**config.mk**
```make
export PLATFORM = sky130hd
export DESIGN_NAME = spi_fe_top
export DESIGN_NICKNAME = d
export VERILOG_FILES = /design/src/rtl/spi_fe_pkg.sv /design/src/rtl/spi_fe_sync.sv /design/src/rtl/spi_fe_hold.sv /design/src/rtl/spi_fe_rx.sv /design/src/rtl/spi_fe_tx.sv /design/src/rtl/spi_fe_top.sv
export SDC_FILE = /design/constraint.sdc
export NUM_CORES = 1
export LEC_CHECK = 0
export BUFFER_PORTS_ARGS = -buffer_cell sky130_fd_sc_hd__buf_4
export CAP_MARGIN = 5
export CORE_MARGIN = 2
export CORE_UTILIZATION = 51
export DETAILED_ROUTE_END_ITERATION = 12
export HOLD_SLACK_MARGIN = 0.12
export PLACE_DENSITY = 0.83
export SYNTH_ARGS = -nofsm -noshare
export SYNTH_HDL_FRONTEND = slang
export SYNTH_HIERARCHICAL = 1
export SYNTH_SLANG_ARGS = --single-unit
```
**constraint.sdc**
```tcl
create_clock -name clk -period 1.8 [get_ports clk]
set_input_delay 0.09 -clock clk [delete_from_list [all_inputs] [get_ports clk]]
set_output_delay 0.09 -clock clk [all_outputs]
set_load 0.005 [all_outputs]
```
**src/rtl/spi_fe_pkg.sv**
```systemverilog
package spi_fe_pkg;
  localparam int BYTE_W = 8;
  localparam int OP_W   = 4;

  typedef enum logic [2:0] {
    PH_ADDR,
    PH_INSTR,
    PH_WDATA,
    PH_READ,
    PH_SKIP
  } phase_e;

  localparam logic [OP_W-1:0] OP_RD  = 4'b1001;
  localparam logic [OP_W-1:0] OP_WV  = 4'b1010;
  localparam logic [OP_W-1:0] OP_WNV = 4'b1100;
endpackage

```
**src/rtl/spi_fe_sync.sv**
```systemverilog
module spi_fe_sync #(
  parameter int W = 1,
  parameter int STAGES = 2,
  parameter logic [W-1:0] RST_VAL = '0
) (
  input  logic         clk,
  input  logic         rst_n,
  input  logic [W-1:0] d,
  output logic [W-1:0] q
);
  logic [W-1:0] stg_q [STAGES];

  always_ff @(posedge clk or negedge rst_n) begin
    if (!rst_n) begin
      for (int i = 0; i < STAGES; i++) stg_q[i] <= RST_VAL;
    end else begin
      stg_q[0] <= d;
      for (int i = 1; i < STAGES; i++) stg_q[i] <= stg_q[i-1];
    end
  end

  assign q = stg_q[STAGES-1];
endmodule

```
**src/rtl/spi_fe_hold.sv**
```systemverilog
module spi_fe_hold (
  input  logic clk,
  input  logic rst_n,
  input  logic cs_act,
  input  logic sck_s,
  input  logic hold_n_s,
  output logic held
);
  logic held_q, held_d;

  // pause state may only change while the serial clock is low
  always_comb begin
    held_d = held_q;
    if (!cs_act)     held_d = 1'b0;
    else if (!sck_s) held_d = ~hold_n_s;
  end

  always_ff @(posedge clk or negedge rst_n) begin
    if (!rst_n) held_q <= 1'b0;
    else        held_q <= held_d;
  end

  assign held = held_q;
endmodule

```
**src/rtl/spi_fe_rx.sv**
```systemverilog
module spi_fe_rx #(
  parameter int BW = 8
) (
  input  logic                  clk,
  input  logic                  rst_n,
  input  logic                  clr,
  input  logic                  rise_en,
  input  logic                  si_s,
  output logic                  byte_vld,
  output logic [BW-1:0]         byte_q,
  output logic [$clog2(BW)-1:0] bit_cnt
);
  localparam int CW = $clog2(BW);
  localparam logic [CW-1:0] LAST = CW'(BW-1);

  logic [CW-1:0] cnt_q, cnt_d;
  logic [BW-1:0] sh_q, sh_d, byt_q, byt_d;
  logic          vld_q, vld_d;

  always_comb begin
    cnt_d = cnt_q;
    sh_d  = sh_q;
    byt_d = byt_q;
    vld_d = 1'b0;
    if (clr) begin
      cnt_d = '0;
    end else if (rise_en) begin
      sh_d = {sh_q[BW-2:0], si_s};
      if (cnt_q == LAST) begin
        cnt_d = '0;
        vld_d = 1'b1;
        byt_d = {sh_q[BW-2:0], si_s};
      end else begin
        cnt_d = cnt_q + 1'b1;
      end
    end
  end

  always_ff @(posedge clk or negedge rst_n) begin
    if (!rst_n) begin
      cnt_q <= '0;
      sh_q  <= '0;
      byt_q <= '0;
      vld_q <= 1'b0;
    end else begin
      cnt_q <= cnt_d;
      sh_q  <= sh_d;
      byt_q <= byt_d;
      vld_q <= vld_d;
    end
  end

  assign byte_vld = vld_q;
  assign byte_q   = byt_q;
  assign bit_cnt  = cnt_q;
endmodule

```
**src/rtl/spi_fe_tx.sv**
```systemverilog
module spi_fe_tx #(
  parameter int BW = 8
) (
  input  logic          clk,
  input  logic          rst_n,
  input  logic          load,
  input  logic [BW-1:0] load_val,
  input  logic          shift,
  output logic          so
);
  logic [BW-1:0] sr_q, sr_d;
  logic          so_q, so_d;

  always_comb begin
    sr_d = sr_q;
    so_d = so_q;
    if (load) begin
      sr_d = load_val;
    end else if (shift) begin
      so_d = sr_q[BW-1];
      sr_d = {sr_q[BW-2:0], 1'b0};
    end
  end

  always_ff @(posedge clk or negedge rst_n) begin
    if (!rst_n) begin
      sr_q <= '0;
      so_q <= 1'b0;
    end else begin
      sr_q <= sr_d;
      so_q <= so_d;
    end
  end

  assign so = so_q;
endmodule

```
**src/rtl/spi_fe_top.sv**
```systemverilog
module spi_fe_top
  import spi_fe_pkg::*;
#(
  parameter int CHW = 2,
  parameter int DW = 6,
  parameter int STRAP_W = 2,
  parameter int SYNC_STAGES = 2,
  parameter logic [BYTE_W-STRAP_W-1:0] ADDR_HI = 6'b010100
) (
  input  logic           clk,
  input  logic           rst_n,
  input  logic           sck,
  input  logic           cs_n,
  input  logic           si,
  input  logic           hold_n,
  input  logic           wp_n,
  input  logic [STRAP_W-1:0] strap,
  output logic           so,
  output logic           so_oe,
  output logic           wr_stb,
  output logic [CHW-1:0] wr_chan,
  output logic [DW-1:0]  wr_data,
  output logic           wr_nv,
  output logic           rd_req,
  output logic [CHW-1:0] rd_chan,
  input  logic [DW-1:0]  rd_data
);
  localparam int CW = $clog2(BYTE_W);
  localparam int NSYNC = 5;
  // sync order: {wp_n, hold_n, si, cs_n, sck}
  localparam logic [NSYNC-1:0] SYNC_RST = 5'b01000;

  // reset: asynchronous assert, synchronous release
  logic [1:0] rs_q;
  logic       rst_ni;
  always_ff @(posedge clk or negedge rst_n) begin
    if (!rst_n) rs_q <= 2'b00;
    else        rs_q <= {rs_q[0], 1'b1};
  end
  assign rst_ni = rs_q[1];

  logic [NSYNC-1:0] pins_s;
  logic sck_s, cs_n_s, si_s, hold_n_s, wp_n_s;

  spi_fe_sync #(.W(NSYNC), .STAGES(SYNC_STAGES), .RST_VAL(SYNC_RST)) u_sync (
    .clk(clk), .rst_n(rst_ni),
    .d({wp_n, hold_n, si, cs_n, sck}),
    .q(pins_s)
  );
  assign {wp_n_s, hold_n_s, si_s, cs_n_s, sck_s} = pins_s;

  logic sck_prev_q, cs_n_prev_q, armed_q, armed_d;
  logic cs_act, held, en, sck_rise, sck_fall, clr;

  assign cs_act   = ~cs_n_s;
  assign armed_d  = armed_q | (cs_n_prev_q & ~cs_n_s);
  assign en       = armed_q & cs_act & ~held;
  assign sck_rise = en & sck_s & ~sck_prev_q;
  assign sck_fall = en & ~sck_s & sck_prev_q;
  assign clr      = ~cs_act | ~armed_q;

  always_ff @(posedge clk or negedge rst_ni) begin
    if (!rst_ni) begin
      sck_prev_q  <= 1'b0;
      cs_n_prev_q <= 1'b0;
      armed_q     <= 1'b0;
    end else begin
      sck_prev_q  <= sck_s;
      cs_n_prev_q <= cs_n_s;
      armed_q     <= armed_d;
    end
  end

  spi_fe_hold u_hold (
    .clk(clk), .rst_n(rst_ni), .cs_act(cs_act),
    .sck_s(sck_s), .hold_n_s(hold_n_s), .held(held)
  );

  logic              byte_vld;
  logic [BYTE_W-1:0] byte_q;
  logic [CW-1:0]     bit_cnt;

  spi_fe_rx #(.BW(BYTE_W)) u_rx (
    .clk(clk), .rst_n(rst_ni), .clr(clr), .rise_en(sck_rise), .si_s(si_s),
    .byte_vld(byte_vld), .byte_q(byte_q), .bit_cnt(bit_cnt)
  );

  phase_e            ph_q, ph_d;
  logic [CHW-1:0]    wchan_q, wchan_d, wrchan_q, wrchan_d, rchan_q, rchan_d;
  logic              wnv_q, wnv_d, wrnv_q, wrnv_d;
  logic              stb_q, stb_d, rdreq_q, rdreq_d, ld_q, oe_q, oe_d;
  logic [DW-1:0]     wdata_q, wdata_d;
  logic [OP_W-1:0]   op;
  logic              resv_ok, data_ok;

  assign op      = byte_q[BYTE_W-1 -: OP_W];
  assign resv_ok = (byte_q[BYTE_W-OP_W-1:CHW] == '0);
  assign data_ok = (byte_q[BYTE_W-1:DW] == '0);

  always_comb begin
    ph_d     = ph_q;
    wchan_d  = wchan_q;
    wnv_d    = wnv_q;
    wrchan_d = wrchan_q;
    wrnv_d   = wrnv_q;
    wdata_d  = wdata_q;
    rchan_d  = rchan_q;
    stb_d    = 1'b0;
    rdreq_d  = 1'b0;
    if (clr) begin
      ph_d = PH_ADDR;
    end else if (byte_vld) begin
      unique case (ph_q)
        PH_ADDR: begin
          ph_d = (byte_q == {ADDR_HI, strap}) ? PH_INSTR : PH_SKIP;
        end
        PH_INSTR: begin
          ph_d = PH_SKIP;
          if (resv_ok) begin
            if (op == OP_RD) begin
              ph_d    = PH_READ;
              rdreq_d = 1'b1;
              rchan_d = byte_q[CHW-1:0];
            end else if (op == OP_WV || op == OP_WNV) begin
              ph_d    = PH_WDATA;
              wchan_d = byte_q[CHW-1:0];
              wnv_d   = (op == OP_WNV);
            end
          end
        end
        PH_WDATA: begin
          ph_d = PH_SKIP;
          if (data_ok && (!wnv_q || wp_n_s)) begin
            stb_d    = 1'b1;
            wdata_d  = byte_q[DW-1:0];
            wrchan_d = wchan_q;
            wrnv_d   = wnv_q;
          end
        end
        default: ph_d = PH_SKIP;
      endcase
    end
  end

  assign oe_d = en & (ph_q == PH_READ);

  always_ff @(posedge clk or negedge rst_ni) begin
    if (!rst_ni) begin
      ph_q     <= PH_ADDR;
      wchan_q  <= '0;
      wnv_q    <= 1'b0;
      wrchan_q <= '0;
      wrnv_q   <= 1'b0;
      wdata_q  <= '0;
      rchan_q  <= '0;
      stb_q    <= 1'b0;
      rdreq_q  <= 1'b0;
      ld_q     <= 1'b0;
      oe_q     <= 1'b0;
    end else begin
      ph_q     <= ph_d;
      wchan_q  <= wchan_d;
      wnv_q    <= wnv_d;
      wrchan_q <= wrchan_d;
      wrnv_q   <= wrnv_d;
      wdata_q  <= wdata_d;
      rchan_q  <= rchan_d;
      stb_q    <= stb_d;
      rdreq_q  <= rdreq_d;
      ld_q     <= rdreq_q;
      oe_q     <= oe_d;
    end
  end

  spi_fe_tx #(.BW(BYTE_W)) u_tx (
    .clk(clk), .rst_n(rst_ni), .load(ld_q),
    .load_val({{(BYTE_W-DW){1'b0}}, rd_data}),
    .shift(sck_fall & (ph_q == PH_READ)),
    .so(so)
  );

  assign so_oe   = oe_q;
  assign wr_stb  = stb_q;
  assign wr_chan = wrchan_q;
  assign wr_data = wdata_q;
  assign wr_nv   = wrnv_q;
  assign rd_req  = rdreq_q;
  assign rd_chan = rchan_q;
endmodule

```
# --- Word-level counts from Yosys, hierarchy flattened ---
# Cells that the tools add are included.
word_totals:
  reg_bits: 65
  output_inout_bits: 15
  wordCells: 96
classes:
  n_addsub: 1
  n_eq_ne: 9
  reduce_logical: 16
  bitwise_logic: 20
  muxes: 26
op_table:
  columns: ["op", "count"]
  rows:
  - ["$mux 3", 9]
  - ["$mux 8", 2]
  - ["$mux 1", 14]
  - ["$eq 4x4->1 const B", 3]
  - ["$and 1x1->1", 9]
  - ["$not 1->1", 9]
  - ["$eq 8x7->1", 1]
  - ["$eq 3x2->1 const B", 2]
  - ["$pmux 3 s2", 1]
  - ["$reduce_and 6->1", 1]
  - ["$reduce_bool 2->1", 3]
  - ["$reduce_and 5->1", 1]
  - ["$logic_not 2->1", 2]
  - ["$reduce_and 2->1", 2]
  - ["$reduce_and 4->1", 1]
  - ["$add 3x1->3 const B", 1]
  - ["$eq 3x1->1 const B", 1]
  - ["$eq 3x3->1 const B", 1]
  - ["$logic_not 3->1", 1]
  - ["$reduce_and 3->1", 1]
  - ["$logic_or 1x1->1", 2]
  - ["$ne 2x1->1 const B", 1]
  - ["$or 1x1->1", 2]
  - ["$logic_and 1x1->1", 1]
  - ["$logic_not 1->1", 1]

# --- Longest topological paths before layout ---
depth:
  depth_word: 8
  mapped_depth: 8
  mapped_depth_nobuf: 6

# --- Modules after synthesis ---
# The synthesis kept the hierarchy.
modules_own_cells:
  columns: ["mod", "cells_each", "n_inst", "area_each_um2"]
  rows:
  - ["spi_fe_top", 85, 1, 1084.8]
  - ["spi_fe_rx", 48, 1, 803.3]
  - ["spi_fe_tx", 37, 1, 419.2]
  - ["spi_fe_sync", 15, 1, 290.3]
  - ["spi_fe_hold", 4, 1, 46.3]

# --- Worst setup path before layout ---
# No wires, ideal clock.
synth_timing:
  path_kind: "reg-to-reg"
  from: "reg u_rx.byt_q[3], in the netlist u_rx/byte_q[3]"
  to: "reg wchan_q[0]"
  stages_incl_launch_ff: 5
  setup_time_ns: 0.127
  path_slack_ns: -0.213
  arrival_ns: 1.885
  n_path_buf: 0
  required_ns: 1.673
  cell_sequence: "dfrtp_1 or4_4 or4_4 nor2_4 mux2_1"
synth_via:
  elab_chain_len: 2
synth_rtl:
  columns: ["item", "line", "text"]
  rows:
  - ["from (decl)", "spi_fe_rx.sv:17", "logic [BW-1:0] sh_q, sh_d, byt_q, byt_d;"]
  - ["from (signal assigned)", "spi_fe_rx.sv:48", "byt_q <= byt_d;"]
  - ["$logic_not 2->1", "spi_fe_top.sv:97", "assign resv_ok = (byte_q[BYTE_W-OP_W-1:CHW] == '0);"]
  - ["$reduce_and 6->1 (no line)", null, null]
  - ["to (signal assigned)", "spi_fe_top.sv:162", "wchan_q <= wchan_d;"]
  - ["to (decl)", "spi_fe_top.sv:89", "logic [CHW-1:0] wchan_q, wchan_d, wrchan_q, wrchan_d, rchan_q, rchan_d;"]
# Every way passes these cells.
# A chain may end at the register's enable or synchronous reset.

# --- Worst setup path in the final report ---
layout_timing:
  from: "reg ph_q[2]"
  to: "reg wchan_q[1]"
layout_via:
  elab_chain_len: 2
layout_rtl:
  columns: ["item", "line", "text"]
  rows:
  - ["from (decl)", "spi_fe_top.sv:88", "phase_e ph_q, ph_d;"]
  - ["from (signal assigned)", "spi_fe_top.sv:161", "ph_q <= ph_d;"]
  - ["$eq 3x1->1", "spi_fe_top.sv:113", "unique case (ph_q)"]
  - ["$reduce_and 6->1 (no line)", null, null]
# Every way passes these cells.

==> flow_summary.json <==
{
  "grt.overflow.total": 0,
  "final_cell_mix": "62 x dfrtp_1, 42 x buf_4, 17 x mux2_2",
  "run_status": "finished, violations left",
  "ranking_of_synthesized_cells_by_area": "dfrtp_1 60%, mux2_2 8.1%, mux2_4 4.5%, mux2i_1 3.4%, nand2_1 2.3%",
  "finalSetupViolCount": 3,
  "global_routing_usage_summed_across_all_routing_layers_pct": 18.7,
  "r2r.worst_path.cells": 4,
  "htreeDepth": 3,
  "worstSetupEndpointType": "flip-flop",
  "synth_sequential_area_ratio_pct": 61.6,
  "ctsLongestPathBuffers": 2,
  "worst_reg2reg_startpoint": "ph_q[2]",
  "power.clock.fraction_pct": 44.0,
  "worst-endpoint-arrival_ns": 2.27,
  "p_leak_nw": 1.65,
  "synth.yosys.warnings": 6,
  "fp.coreArea_um2": 5040,
  "grt_pass1_vias": 1719,
  "timing.slew.headroom_pct": 65.5,
  "achievable-frequency_mhz": 490,
  "layout.cells.non_filler": 324,
  "finalCriticalPeriod_ns": 2.04,
  "finalMaxSlewViolations": 0,
  "p_int_mw": 2.39,
  "avgSynthCellArea_um2": 14.0,
  "route.detailed.vias_per_inst": 4.97,
  "dpl.cell_count": 293,
  "postSynth.asyncResetShare_pct": 100,
  "element_type_at_the_critical_path_start": "flip-flop",
  "floorplan.initialDensity_pct": 52.4,
  "synth_flop_cell": "dfrtp_1",
  "yosys.area.top_type_share_pct": 59.6,
  "dp_hpwl_um": 3210,
  "cts_inserted_buffers": 9,
  "totalNegativeSetupSlack_ns": -0.493,
  "remaining_drc_errors": 0,
  "netlist_area_um2": 2640,
  "synth_area_leader_cell": "dfrtp_1",
  "finalInstanceArea_um2": 3430,
  "clk_transition_reported_paths_ns": 0.07,
  "pre_cts_slack_ns": -0.241,
  "largest_net_degree_at_the_start_of_global_routing": 64,
  "failed_checks": "negative setup slack",
  "r2r_slack_ns": -0.24,
  "drt-pass1-iter-count": 4,
  "hold_ws_ns": 0.258,
  "io_buffers": 29,
  "routed_wl_um": 4910,
  "num_io_pins": 30,
  "timing.clock.skew_ns": 0.00858,
  "min_period_over_period_pct": 113,
  "height_of_the_chip_um": 76,
  "cts_tree": "built",
  "timing.critical_path.fanout_max": 3,
  "clock_tree.root_cell": "clkbuf_8",
  "antenna_violating_nets_post_route": 0,
  "netlist_instances": 189,
  "p_sw_mw": 0.658,
  "netSwitchingFraction_pct": 21.6,
  "yosysUniqueCellTypes": 43,
  "diodes": 0,
  "grt_pass1_wl_um": 8250,
  "timing_worst_slew_pin_value_ns": 0.517,
  "final_nets": 266,
  "worst_r2r_endpoint": "wchan_q[1]",
  "clock_insertion_delay_worst_skew_ns": 0.35,
  "comb_power_share_pct": 5.2,
  "die_width_um": 76,
  "drt_iter0_drc": 37,
  "synth_enable_flop_cells": 0,
  "layout.cells.most_common": "dfrtp_1",
  "unrepaired_setup_endpoints_after_global_routing": "true",
  "setup.worst_path.class": "reg2reg",
  "die-area_um2": 5780,
  "finalPower_mw": 3.04,
  "worstSetupStartpoint": "ph_q[2]",
  "num_vias": 1609,
  "largest_voltage_drop_on_the_vdd_net_mv": 0.716,
  "routed_wire_length_per_instance_um": 15.2,
  "final-hold-violation-count": 0,
  "power_density_nw_per_um2": 887,
  "grt_antenna_before_repair": 0,
  "holdCritPathClass": "reg2async",
  "final.setup.worst_slack_ns": -0.242,
  "fin_util_pct": 68.1,
  "detailed_place.area_um2": 3010,
  "sequentialPowerShare_pct": 50.8,
  "gp_routability_congestion": 0.883,
  "layout-drive-gt1-share_pct": 42.9,
  "cts.sink_count": 65,
  "synth_seq_cells": 65,
  "synthToLayoutAreaGrowth_pct": 29.8,
  "rows": 26,
  "maxCapViolations": 0,
  "cp_data_required_time_ns": 2.03
}
synthesized netlist by cell type (2+ instances only):
cell type   n
nor4_1      2
mux2_2     19
dfrtp_1    63
buf_4       6
nor2b_4     2
mux2_1      2
nor2b_1     2
nand2b_1    2
nor2_1      5
inv_1       5
nand2_1    16
xnor2_1     3
ha_1        2
buf_6       3
o21ai_0    10
o2111ai_1   2
mux2i_1     9
dfstp_2     2
conb_1      2
mux2_4      8
or4_4       2
critical path: stages (launching register included):
cell,delay [ns]
dfrtp_1,0.38
or4_4,0.53
or4_4,0.55
nor2_4,0.15
mux2_4,0.31
sequential cells by signal, summed over array words and instances, names as in the netlist, 2 cells and up:
signal and flops:
ph_q 3, rd_chan 2, rs_q 2, u_rx/bit_cnt 3, u_rx/byte_q 8, u_rx/sh_q 7
u_sync/q 5, u_sync/stg_q 5, u_tx/sr_q 8, wchan_q 2, wr_chan 2, wr_data 6
power by group through the flow:
stage / Sequential (mW) / Combinational (mW) / Clock, mW
floorplan: 1.58 / 0.0781 / 0
global placement: 1.57 / 0.130 / 0
detailed placement: 1.57 / 0.134 / 0
CTS: 1.55 / 0.158 / 1.38
global route: 1.55 / 0.176 / 1.45
finish: 1.55 / 0.159 / 1.34
cell type report:
class | count | area (um^2)
sequential | 65 | 1630
fill | 355 | 1610
multi-input combinational | 110 | 971
timing repair buffer | 58 | 505
clock buffer | 9 | 124
clock inverter | 7 | 95.1
tap | 70 | 87.6
inverter | 5 | 18.8
routing by layer:
metal | part of all wire [%] | GRT usage [%]
met5 | 0 | 0
met4 | 1.4 | 7.09
met3 | 4.2 | 6.52
met2 | 52 | 32.1
met1 | 43 | 21.7
logic make-up after synthesis:
family          share of synthesized area (%)
fa+ha+maj                               0.946
simple gates                             10.3
other cells                             0.284
buf+inv                                  3.83
flops                                    61.6
mux                                      16.9
compound gates                           4.78
xor+xnor                                 1.33
repair_timing:
action	CTS	global route
setup buffers	0	2
hold endpoints to repair	13	0
gates resized for setup	4	13
endpoints found under the setup margin	11	28
hold buffers	13	0
pin swaps	3	3
worst max-delay path by stage:
stage | endpoint | slack, ns
2_1_floorplan | wchan_q[0] | -0.21
3_3_place_gp | wchan_q[1] | -0.21
3_5_place_dp | wchan_q[0] | -0.24
4_1_cts | wchan_q[1] | -0.26
5_1_grt | wchan_q[1] | -0.28
6_report | wchan_q[1] | -0.24
(Power assumes the default switching activity.)
